### src/rtl/rs_pkg.sv
package rs_pkg;

    localparam int RS_DEPTH = 8;
    localparam int TAG_W    = 6;
    localparam int DATA_W   = 32;
    localparam int OP_W     = 5;
    localparam int RANK_W   = $clog2(RS_DEPTH);
    localparam int IDX_W    = $clog2(RS_DEPTH);
    localparam int CNT_W    = $clog2(RS_DEPTH + 1);

    typedef struct packed {
        logic [TAG_W-1:0]  tag;
        logic [DATA_W-1:0] val;
        logic              rdy;
    } opnd_t;

    typedef struct packed {
        logic              vld;
        logic [OP_W-1:0]   op;
        opnd_t             a;
        opnd_t             b;
        logic [TAG_W-1:0]  dtag;
        logic [RANK_W-1:0] rank;   // number of older occupants
    } slot_t;

    typedef struct packed {
        logic              vld;
        logic [TAG_W-1:0]  tag;
        logic [DATA_W-1:0] val;
    } result_t;

    // Wake a waiting operand when the result bus names its producer.
    function automatic opnd_t snoop(opnd_t s, result_t r);
        opnd_t o;
        o = s;
        if (!s.rdy && r.vld && (r.tag == s.tag)) begin
            o.rdy = 1'b1;
            o.val = r.val;
        end
        return o;
    endfunction

    function automatic logic eligible(slot_t e);
        return e.vld & e.a.rdy & e.b.rdy;
    endfunction

endpackage

### src/rtl/rs_alloc.sv
module rs_alloc
    import rs_pkg::*;
(
    input  logic [RS_DEPTH-1:0] vld,
    output logic [RS_DEPTH-1:0] free_oh,
    output logic                full,
    output logic [CNT_W-1:0]    used
);
    always_comb begin
        free_oh = '0;
        for (int i = RS_DEPTH - 1; i >= 0; i--) begin
            if (!vld[i]) begin
                free_oh    = '0;
                free_oh[i] = 1'b1;
            end
        end
    end

    always_comb begin
        used = '0;
        for (int i = 0; i < RS_DEPTH; i++) begin
            used = used + CNT_W'(vld[i]);
        end
    end

    assign full = &vld;

endmodule

### src/rtl/rs_select.sv
module rs_select
    import rs_pkg::*;
(
    input  logic [RS_DEPTH-1:0]        elig,
    input  logic [RS_DEPTH*RANK_W-1:0] ranks,
    output logic [RS_DEPTH-1:0]        grant,
    output logic                       any,
    output logic [RANK_W-1:0]          win_rank
);
    logic [IDX_W-1:0]  best;
    logic [RANK_W-1:0] r;

    always_comb begin
        any      = 1'b0;
        best     = '0;
        win_rank = '0;
        r        = '0;
        for (int i = 0; i < RS_DEPTH; i++) begin
            r = ranks[i*RANK_W +: RANK_W];
            if (elig[i] && (!any || (r < win_rank))) begin
                any      = 1'b1;
                best     = IDX_W'(i);
                win_rank = r;
            end
        end
        grant = any ? (RS_DEPTH'(1) << best) : '0;
    end

endmodule

### src/rtl/rs_slot.sv
module rs_slot
    import rs_pkg::*;
(
    input  logic              clk,
    input  logic              rst,
    input  logic              flush,
    input  logic              wr_en,
    input  slot_t             wr_slot,
    input  logic              grant,
    input  logic              fire,
    input  logic [RANK_W-1:0] fire_rank,
    input  result_t           res,
    output slot_t             q
);
    always_ff @(posedge clk) begin
        if (rst || flush) begin
            q <= '0;
        end else if (wr_en) begin
            q <= wr_slot;
        end else if (grant && fire) begin
            q.vld <= 1'b0;
        end else if (q.vld) begin
            q.a <= snoop(q.a, res);
            q.b <= snoop(q.b, res);
            if (fire && (q.rank > fire_rank)) begin
                q.rank <= q.rank - 1'b1;
            end
        end
    end

endmodule

### src/rtl/rs_window.sv
module rs_window
    import rs_pkg::*;
(
    input  logic              clk,
    input  logic              rst,
    input  logic              flush,
    input  logic              ins_valid,
    input  logic [OP_W-1:0]   ins_op,
    input  logic [TAG_W-1:0]  ins_tag_a,
    input  logic              ins_rdy_a,
    input  logic [DATA_W-1:0] ins_val_a,
    input  logic [TAG_W-1:0]  ins_tag_b,
    input  logic              ins_rdy_b,
    input  logic [DATA_W-1:0] ins_val_b,
    input  logic [TAG_W-1:0]  ins_dtag,
    output logic              ins_full,
    input  logic              bc_valid,
    input  logic [TAG_W-1:0]  bc_tag,
    input  logic [DATA_W-1:0] bc_val,
    output logic              disp_valid,
    output logic [OP_W-1:0]   disp_op,
    output logic [DATA_W-1:0] disp_a,
    output logic [DATA_W-1:0] disp_b,
    output logic [TAG_W-1:0]  disp_dtag
);
    result_t                    res;
    slot_t                      slots [RS_DEPTH];
    slot_t                      new_slot;
    logic [RS_DEPTH-1:0]        vld_vec;
    logic [RS_DEPTH-1:0]        elig_vec;
    logic [RS_DEPTH-1:0]        free_oh;
    logic [RS_DEPTH-1:0]        grant_vec;
    logic [RS_DEPTH*RANK_W-1:0] rank_flat;
    logic [CNT_W-1:0]           used;
    logic [CNT_W-1:0]           new_rank;
    logic [RANK_W-1:0]          win_rank;
    logic                       any_rdy;
    logic                       fire;
    logic                       accept;

    assign res    = '{vld: bc_valid, tag: bc_tag, val: bc_val};
    assign fire   = any_rdy & ~flush;
    assign accept = ins_valid & ~ins_full & ~flush;

    rs_alloc u_alloc (
        .vld     (vld_vec),
        .free_oh (free_oh),
        .full    (ins_full),
        .used    (used)
    );

    rs_select u_sel (
        .elig     (elig_vec),
        .ranks    (rank_flat),
        .grant    (grant_vec),
        .any      (any_rdy),
        .win_rank (win_rank)
    );

    // Incoming instruction, already snooped against this cycle's bus.
    assign new_rank = used - CNT_W'(fire);

    always_comb begin
        new_slot.vld  = 1'b1;
        new_slot.op   = ins_op;
        new_slot.a    = snoop('{tag: ins_tag_a, val: ins_val_a, rdy: ins_rdy_a}, res);
        new_slot.b    = snoop('{tag: ins_tag_b, val: ins_val_b, rdy: ins_rdy_b}, res);
        new_slot.dtag = ins_dtag;
        new_slot.rank = new_rank[RANK_W-1:0];
    end

    for (genvar g = 0; g < RS_DEPTH; g++) begin : g_slot
        rs_slot u_slot (
            .clk       (clk),
            .rst       (rst),
            .flush     (flush),
            .wr_en     (accept & free_oh[g]),
            .wr_slot   (new_slot),
            .grant     (grant_vec[g]),
            .fire      (fire),
            .fire_rank (win_rank),
            .res       (res),
            .q         (slots[g])
        );
        assign vld_vec[g]                       = slots[g].vld;
        assign elig_vec[g]                      = eligible(slots[g]);
        assign rank_flat[g*RANK_W +: RANK_W]    = slots[g].rank;
    end

    always_comb begin
        disp_op   = '0;
        disp_a    = '0;
        disp_b    = '0;
        disp_dtag = '0;
        for (int i = 0; i < RS_DEPTH; i++) begin
            if (grant_vec[i]) begin
                disp_op   = disp_op   | slots[i].op;
                disp_a    = disp_a    | slots[i].a.val;
                disp_b    = disp_b    | slots[i].b.val;
                disp_dtag = disp_dtag | slots[i].dtag;
            end
        end
    end

    assign disp_valid = fire;

endmodule

### config.mk
export PLATFORM = sky130hd
export DESIGN_NAME = rs_window
export DESIGN_NICKNAME = d
export VERILOG_FILES = /design/src/rtl/rs_pkg.sv /design/src/rtl/rs_alloc.sv /design/src/rtl/rs_select.sv /design/src/rtl/rs_slot.sv /design/src/rtl/rs_window.sv
export SDC_FILE = /design/constraint.sdc
export NUM_CORES = 2
export LEC_CHECK = 0
export BUFFER_PORTS_ARGS = -buffer_cell sky130_fd_sc_hd__buf_4
export CORE_MARGIN = 2
export CORE_UTILIZATION = 35
export CTS_BUF_LIST = sky130_fd_sc_hd__clkbuf_16
export DETAILED_ROUTE_END_ITERATION = 8
export PLACE_DENSITY = 0.52
export SYNTH_ARGS = -nofsm -noshare
export SYNTH_HDL_FRONTEND = slang
export SYNTH_SLANG_ARGS = --single-unit
### constraint.sdc
create_clock -name clk -period 40.4 [get_ports clk]
set_clock_uncertainty 0.1 [all_clocks]
set_input_delay 4.04 -clock clk [delete_from_list [all_inputs] [get_ports clk]]
set_output_delay 4.04 -clock clk [all_outputs]
set_load 0.05 [all_outputs]
## Yosys cells after proc, flatten, opt, wreduce, memory -nomap -nowiden

Index checks and enable logic that the tools add are counted.

- Add/subtract/negate cells: 16
- $lt $le $gt $ge: 15
- Equal/unequal tests: 26
- Shift operators: 1
- Multiplexer cells: 154
- Bitwise gates (word level): 57
- Reductions and logical operators: 157

Operators with widths:

| cell | number |
|---|---|
| 78-bit 2-to-1 mux | 16 |
| 33-bit 2-to-1 mux | 18 |
| 72-bit 2-to-1 mux | 8 |
| 32-bit 2-to-1 mux | 16 |
| 32-bit OR | 14 |
| 3-bit 2-to-1 mux | 44 |
| 6-bit == test | 18 |
| 2-bit nonzero test | 40 |
| 8-bit 2-to-1 mux | 9 |
| 3-bit AND reduction | 24 |
| 1-bit logical AND | 59 |
| 6-bit 2-to-1 mux | 8 |
| 6-bit OR | 7 |
| 5-bit 2-to-1 mux | 8 |
| 5-bit OR | 7 |
| 1-bit bitwise AND | 27 |
| 1-bit zero test | 25 |
| 1-bit 2-to-1 mux | 25 |
| 3-bit greater-than comparator | 8 |
| 3-bit by 1-bit subtractor with 3-bit output, second input constant | 8 |
| 3-bit less-than comparator | 7 |
| 3-bit by 1-bit adder with 3-bit output | 6 |
| 2-bit by 1-bit inequality test with 1-bit output, second input constant | 8 |
| 1-bit logical OR | 8 |
| other kinds (6) | 8 |

- Bits in registers: 744
- Input bits: 132

## Logic depth before layout (Yosys ltp)

- Depth in word-level cells: 48
- Gate-level depth with buffers: 66
- Gate-level depth less buffers: 59

## Cells and area by module

Synthesis repeated with hierarchy kept, for this count alone.

- Cells, all modules: 4681
- Area total of the unflattened synthesis: 39945.8 µm²

Modules (own cells, without submodules):

| module | times used | cells each | area an instance (µm²) |
|---|---|---|---|
| rs_slot | 8 | 492 | 4285.4 |
| rs_window | 1 | 555 | 4192.8 |
| rs_select | 1 | 153 | 1181.1 |
| rs_alloc | 1 | 37 | 289.0 |

## Least setup slack after synthesis

Ideal clock, no wire load.

- Kind: flip-flop to output port
- Start point: reg, netlist name g_slot[0].u_slot.q[92]
- End point: out disp_a[0]
- Data arrival time: 11536 ps
- Data required time: 36260 ps
- Slack: 24724 ps
- Stages on the path, launching flop included: 58
- Buffers on the path: 7
- Cell sequence: dfxtp_1 > buf_2 > and3_1 > buf_6 > nand2_1 > ha_1 > and2_1 > a311o_1 > or2_2 > a32oi_1 > ha_1 > nand2b_1 > o311a_1 > a22o_1 > nor2_1 > mux2_2 > inv_1 > ha_1 > [22 not listed] > nor2_1 > a21boi_0 > nand4_1 > nand3_1 > clkbuf_1 > clkbuf_1 > mux2i_1 > ha_1 > nand3b_1 > nor3b_1 > mux2i_4 > and2_1 > buf_2 > or3_1 > buf_2 > buf_2 > a2bb2oi_1 > nand3_1

- Cells in the longest elaborated chain, start to end: 48
- Elaborated cells on any way between the ends: 69
- Classes of those cells: order compare (7); shift (1); mux (31); bitwise (9); reduce/logical (21)

RTL lines:

| item | RTL line | source |
|---|---|---|
| 1-bit bitwise AND * (2 in a row) | rs_pkg.sv:44 | `return e.vld & e.a.rdy & e.b.rdy;` |
| 3-bit 2-to-1 mux / 1-bit 2-to-1 mux (equally long branches) | rs_select.sv:20 | `if (elig[i] && (!any \|\| (r < win_rank))) begin` |
| 3-bit less-than comparator / 1-bit zero test (equally long branches) | rs_select.sv:20 |  |
| 1-bit logical OR | rs_select.sv:20 |  |
| 1-bit logical AND | rs_select.sv:20 |  |
| 3-bit 2-to-1 mux / 1-bit 2-to-1 mux (equally long branches) | rs_select.sv:20 |  |
| 3-bit less-than comparator / 1-bit zero test (equally long branches) | rs_select.sv:20 |  |
| 1-bit logical OR | rs_select.sv:20 |  |
| [31 not listed] | n/a |  |
| 32-bit OR | rs_window.sv:98 | `disp_a = disp_a \| slots[i].a.val;` |
| 32-bit 2-to-1 mux | rs_window.sv:96 | `if (grant_vec[i]) begin` |
| 32-bit OR | rs_window.sv:98 |  |
| 32-bit 2-to-1 mux | rs_window.sv:96 |  |
| 32-bit OR | rs_window.sv:98 |  |
| 32-bit 2-to-1 mux | rs_window.sv:96 |  |
| 32-bit OR | rs_window.sv:98 |  |
| 32-bit 2-to-1 mux * | rs_window.sv:96 |  |
| to (decl) | rs_window.sv:22 | `output logic [DATA_W-1:0] disp_a,` |

Every way passes the cells marked *; elsewhere a longest branch is shown, timed or not.

## Worst setup path after layout

- Start point: reg, netlist name g_slot[0].u_slot.q[92]
- End point: out disp_a[31]

- Cells in the longest elaborated chain, start to end: 48
- Elaborated cells on any way between the ends: 69
- Classes of those cells: order compare (7); shift (1); mux (31); bitwise (9); reduce/logical (21)

RTL lines:

| item | RTL line |
|---|---|
| 1-bit bitwise AND * (2 in a row) | rs_pkg.sv:44 |
| 3-bit 2-to-1 mux / 1-bit 2-to-1 mux (equally long branches) | rs_select.sv:20 |
| 3-bit less-than comparator / 1-bit zero test (equally long branches) | rs_select.sv:20 |
| 1-bit logical OR | rs_select.sv:20 |
| 1-bit logical AND | rs_select.sv:20 |
| 3-bit 2-to-1 mux / 1-bit 2-to-1 mux (equally long branches) | rs_select.sv:20 |
| 3-bit less-than comparator / 1-bit zero test (equally long branches) | rs_select.sv:20 |
| 1-bit logical OR | rs_select.sv:20 |
| [31 not listed] | n/a |
| 32-bit OR | rs_window.sv:98 |
| 32-bit 2-to-1 mux | rs_window.sv:96 |
| 32-bit OR | rs_window.sv:98 |
| 32-bit 2-to-1 mux | rs_window.sv:96 |
| 32-bit OR | rs_window.sv:98 |
| 32-bit 2-to-1 mux | rs_window.sv:96 |
| 32-bit OR | rs_window.sv:98 |
| 32-bit 2-to-1 mux * | rs_window.sv:96 |

Marked as above.

==> summary.md <==
| Metric | Value |
|---|---|
| H-Tree Level Count | `3` |
| Final GP Congestion | `0.876` |
| Vias in the first global route | `33700` |
| Starting Density | `0.352` |
| Largest Register | `g_slot.u_slot.q` |
| Pwr per Cell Area | `36.6 nW/um^2` |
| First-pass iteration count of the detailed router | `7` |
| NumNets Final | `4670` |
| Final Slew Violations | `0` |
| Post-DP HPWL | `87200 um` |
| Max Used Layer | `met5` |
| Worst setup SP type | `register` |
| Number of synthesized flops with an enable pin | `0` |
| Vias per Instance | `5.81` |
| Hold-critical path depth | `2` |
| Detail Route met3 WL | `8620 um` |
| Status | `finished, final reports clean` |
| Mapped Area | `38900 sq um` |
| Share of layout cells above drive strength 1 | `0.112` |
| Mux share of post-synthesis cell area | `0.156` |
| Fin crit period | `19.17 ns` |
| Largest register FFs | `744` |
| RSZ-0062 raised after global routing | `no` |
| Syn avg cell area | `8.45 sq um` |
| Worst path max stage delay | `0.81 ns` |
| Detailed-route via count | `35100` |
| Total GRT Usage | `0.259` |
| R2R setup slack | `24.86 ns` |
| Critical Path End | `disp_a[31]` |
| CTS hold repair buffers | `0` |
| Die ar. | `114000 sq um` |
| Post-CTS Setup Repair Bufs | `0` |
| Routed length on met1 | `68600 um` |
| IO buf count | `208` |
| WP data required | `36.26 ns` |
| Adder and majority cell fraction of the synthesized area | `0.0181` |
| Final antenna-violating net count | `0` |
| Dpl cells | `5882` |
| Min-Delay Startpoint | `g_slot[4].u_slot.q[8]$_SDFFE_PP0P_` |
| Clock sink count | `744` |
| Area of the multi-input gates | `22200 sq um` |
| Crit Reg-Reg Startpoint | `g_slot[0].u_slot.q[92]$_SDFFE_PP0P_` |
| Total Power | `0.00161 W` |
| Least-Margin Pin Slew | `1.22 ns` |
| Clock tree buffer depth | `3` |
| Crit Path Category | `register to output pin` |
| Root Driver | `clkbuf_16` |
| CTS tree | `done` |
| Initial antenna violation count | `3` |
| CP max stage cell | `or3_4` |
| Initial drt markers | `2926` |
| Final instance count without filler cells | `6045` |
| Critical path arrival | `15.03 ns` |
| Metal2 WL | `69200 um` |
| Reg2reg path depth | `53` |
| Cell repeated most along the worst path | `ha_1` |
| Final period util | `0.475` |
| Num ports | `209` |
| Syn-to-layout area delta | `12.9%` |
| Peak VDD IR | `31.8 uV` |
| Max FO, Critical Path | `39` |
| FFs w/ async S/R, synth | `0` |
| Synthesized instance count | `4607` |
| Synth Area in XOR/XNOR | `0.0274` |
| Remaining DRCs | `0` |
| Fmax | `0.0522 GHz` |
| Worst r2r dst | `g_slot[1].u_slot.q[1]$_SDFFE_PP0P_` |
| Setup TNS | `0 ns` |
| Final setup fails | `0` |
| Global-route wire length before repair | `226000 um` |
| DR WL/cell | `25.0 um` |
| Final wirelength | `151000 um` |
| PostCTS Resize Cnt | `0` |
| Top_reg_cell synth | `dfxtp_1` |
| Global route overflow | `0` |
| Largest family of logic cells by synthesized area | `compound AO/OA/AOI/OAI gates` |
| Reg area | `14900 sq um` |
| CTS Buf Count | `88` |
| Leak | `17.8 nW` |
| Slew HR | `0.189` |
| Yosys warning total | `0` |
| Post-synthesis simple-gate area fraction | `0.146` |
| Worst Setup SP | `g_slot[0].u_slot.q[92]$_SDFFE_PP0P_` |
| Pin count of the biggest net entering global routing | `191` |
| Sequential share of the synthesized area | `0.382` |
| DIE HEIGHT | `338 um` |
| Final hold vios | `0` |
| CP Capture Type | `output pin` |
| Synth Area in Compound Gates | `0.216` |
| Seq cells post-synth | `744` |
| DIE WIDTH | `338 um` |
| Clk slew on worst S/H paths | `0.06 ns` |
| Rows | `122` |
| Clk_lat worst skew | `0.68 ns` |
| Max Cap Viol | `0` |
| Top Registers | `g_slot.u_slot.q (744)` |
| Syn nets | `4793` |
| Core area | `111000 sq um` |
| HP Class | `register to register` |
| Synth cell types | `71` |
| Fillers | `11400` |
## cell usage in the layout, fill, tap and decap left out, types with 14 or more instances in the layout
cell type / n
a211oi_1: 523
a21o_1: 14
a21oi_1: 354
a221oi_1: 69
a22oi_1: 76
a2bb2oi_1: 75
and3_1: 72
buf_4: 278
clkbuf_16: 89
clkinv_1: 20
clkinv_2: 20
dfxtp_1: 744
ha_1: 50
inv_1: 71
mux2_2: 67
mux2i_1: 528
nand2_1: 414
nand3_1: 80
nand4_1: 37
nor2_1: 599
nor3_1: 41
o21ai_0: 21
xnor2_1: 41
xor2_1: 81
## where the power goes
group | internal, W | switching [W] | total [W]
Combinational | 0.0000237 | 0.0000585 | 0.0000822
Clock | 0.000449 | 0.000341 | 0.000791
Sequential | 0.000737 | 0.00000199 | 0.000739
## cells in the mapped netlist, drive strengths merged, types with 50 or more instances
library cell / number / area share
nor2: 602 / 0.058
a211oi: 526 / 0.10
a2bb2oi: 75 / 0.017
nand3: 82 / 0.011
mux2: 67 / 0.019
nand2: 418 / 0.040
ha: 50 / 0.016
a221oi: 69 / 0.016
a21oi: 354 / 0.045
and3: 73 / 0.012
mux2i: 529 / 0.14
clkbuf: 435 / 0.042
a22oi: 76 / 0.015
buf: 57 / 0.0072
inv: 50 / 0.0048
dfxtp: 744 / 0.38
xor2: 81 / 0.018
## per-stage QoR
stage	utilization	setup WS, ns	instance area, sq um	hold WS [ns]
2_1_floorplan	-	24.72	38900	0.331
3_3_place_gp	0.373	22.37	41200	0.341
3_5_place_dp	0.373	22.11	41200	0.346
4_1_cts	0.398	21.38	44000	0.354
5_1_grt	0.398	20.05	44000	0.366
6_report	0.398	21.23	44000	0.352
## area by class of cell
class,instances,area share
sequential,744,0.339
clock buffer,89,0.0506
multi-input combinational,3320,0.504
tap,1488,0.0423
antenna,1,0.0000569
timing repair buffer,279,0.0479
inverter,51,0.00435
clock inverter,73,0.0121
## per-layer routing
layer  GRT usage  up-vias
met3      0.0358      255
met5           0        -
met2       0.418     1190
met1       0.355    17300
li1            -    16400
met4      0.0848        2
## worst max-delay path, delay by kind of cell (launching register included)
kind,cells,cell delay (ns)
AND/OR/NAND/NOR,18,5.23
buffers and inverters,4,1.07
multiplexers,5,1.70
flip-flops,1,0.54
AO/OA/AOI/OAI,15,3.81
adder cells (fa/ha/maj),7,1.89
## how the worst min path moves through the flow
stage,end,slack (ns)
2_1_floorplan,g_slot[4].u_slot.q[3]$_SDFFE_PP0P_,0.33
3_3_place_gp,g_slot[5].u_slot.q[88]$_SDFFE_PP0P_,0.34
3_5_place_dp,g_slot[5].u_slot.q[91]$_SDFFE_PP0P_,0.35
5_1_grt,g_slot[5].u_slot.q[87]$_SDFFE_PP0P_,0.37
4_1_cts,g_slot[4].u_slot.q[90]$_SDFFE_PP0P_,0.35
6_report,g_slot[4].u_slot.q[8]$_SDFFE_PP0P_,0.35
## cell families (layout without fill, tap and decap cells)
| logic type | Yosys count | in the layout |
|---|---|---|
| other | 0 | 1 |
| muxes | 596 | 596 |
| adders and majority gates | 54 | 54 |
| xor gates and xnor gates | 122 | 122 |
| buffers and inverters | 543 | 492 |
| DFF | 744 | 744 |
| AOI/OAI and AO/OA | 1214 | 1214 |
| and+or+nand+nor | 1334 | 1334 |
(Power assumes the default switching activity.)
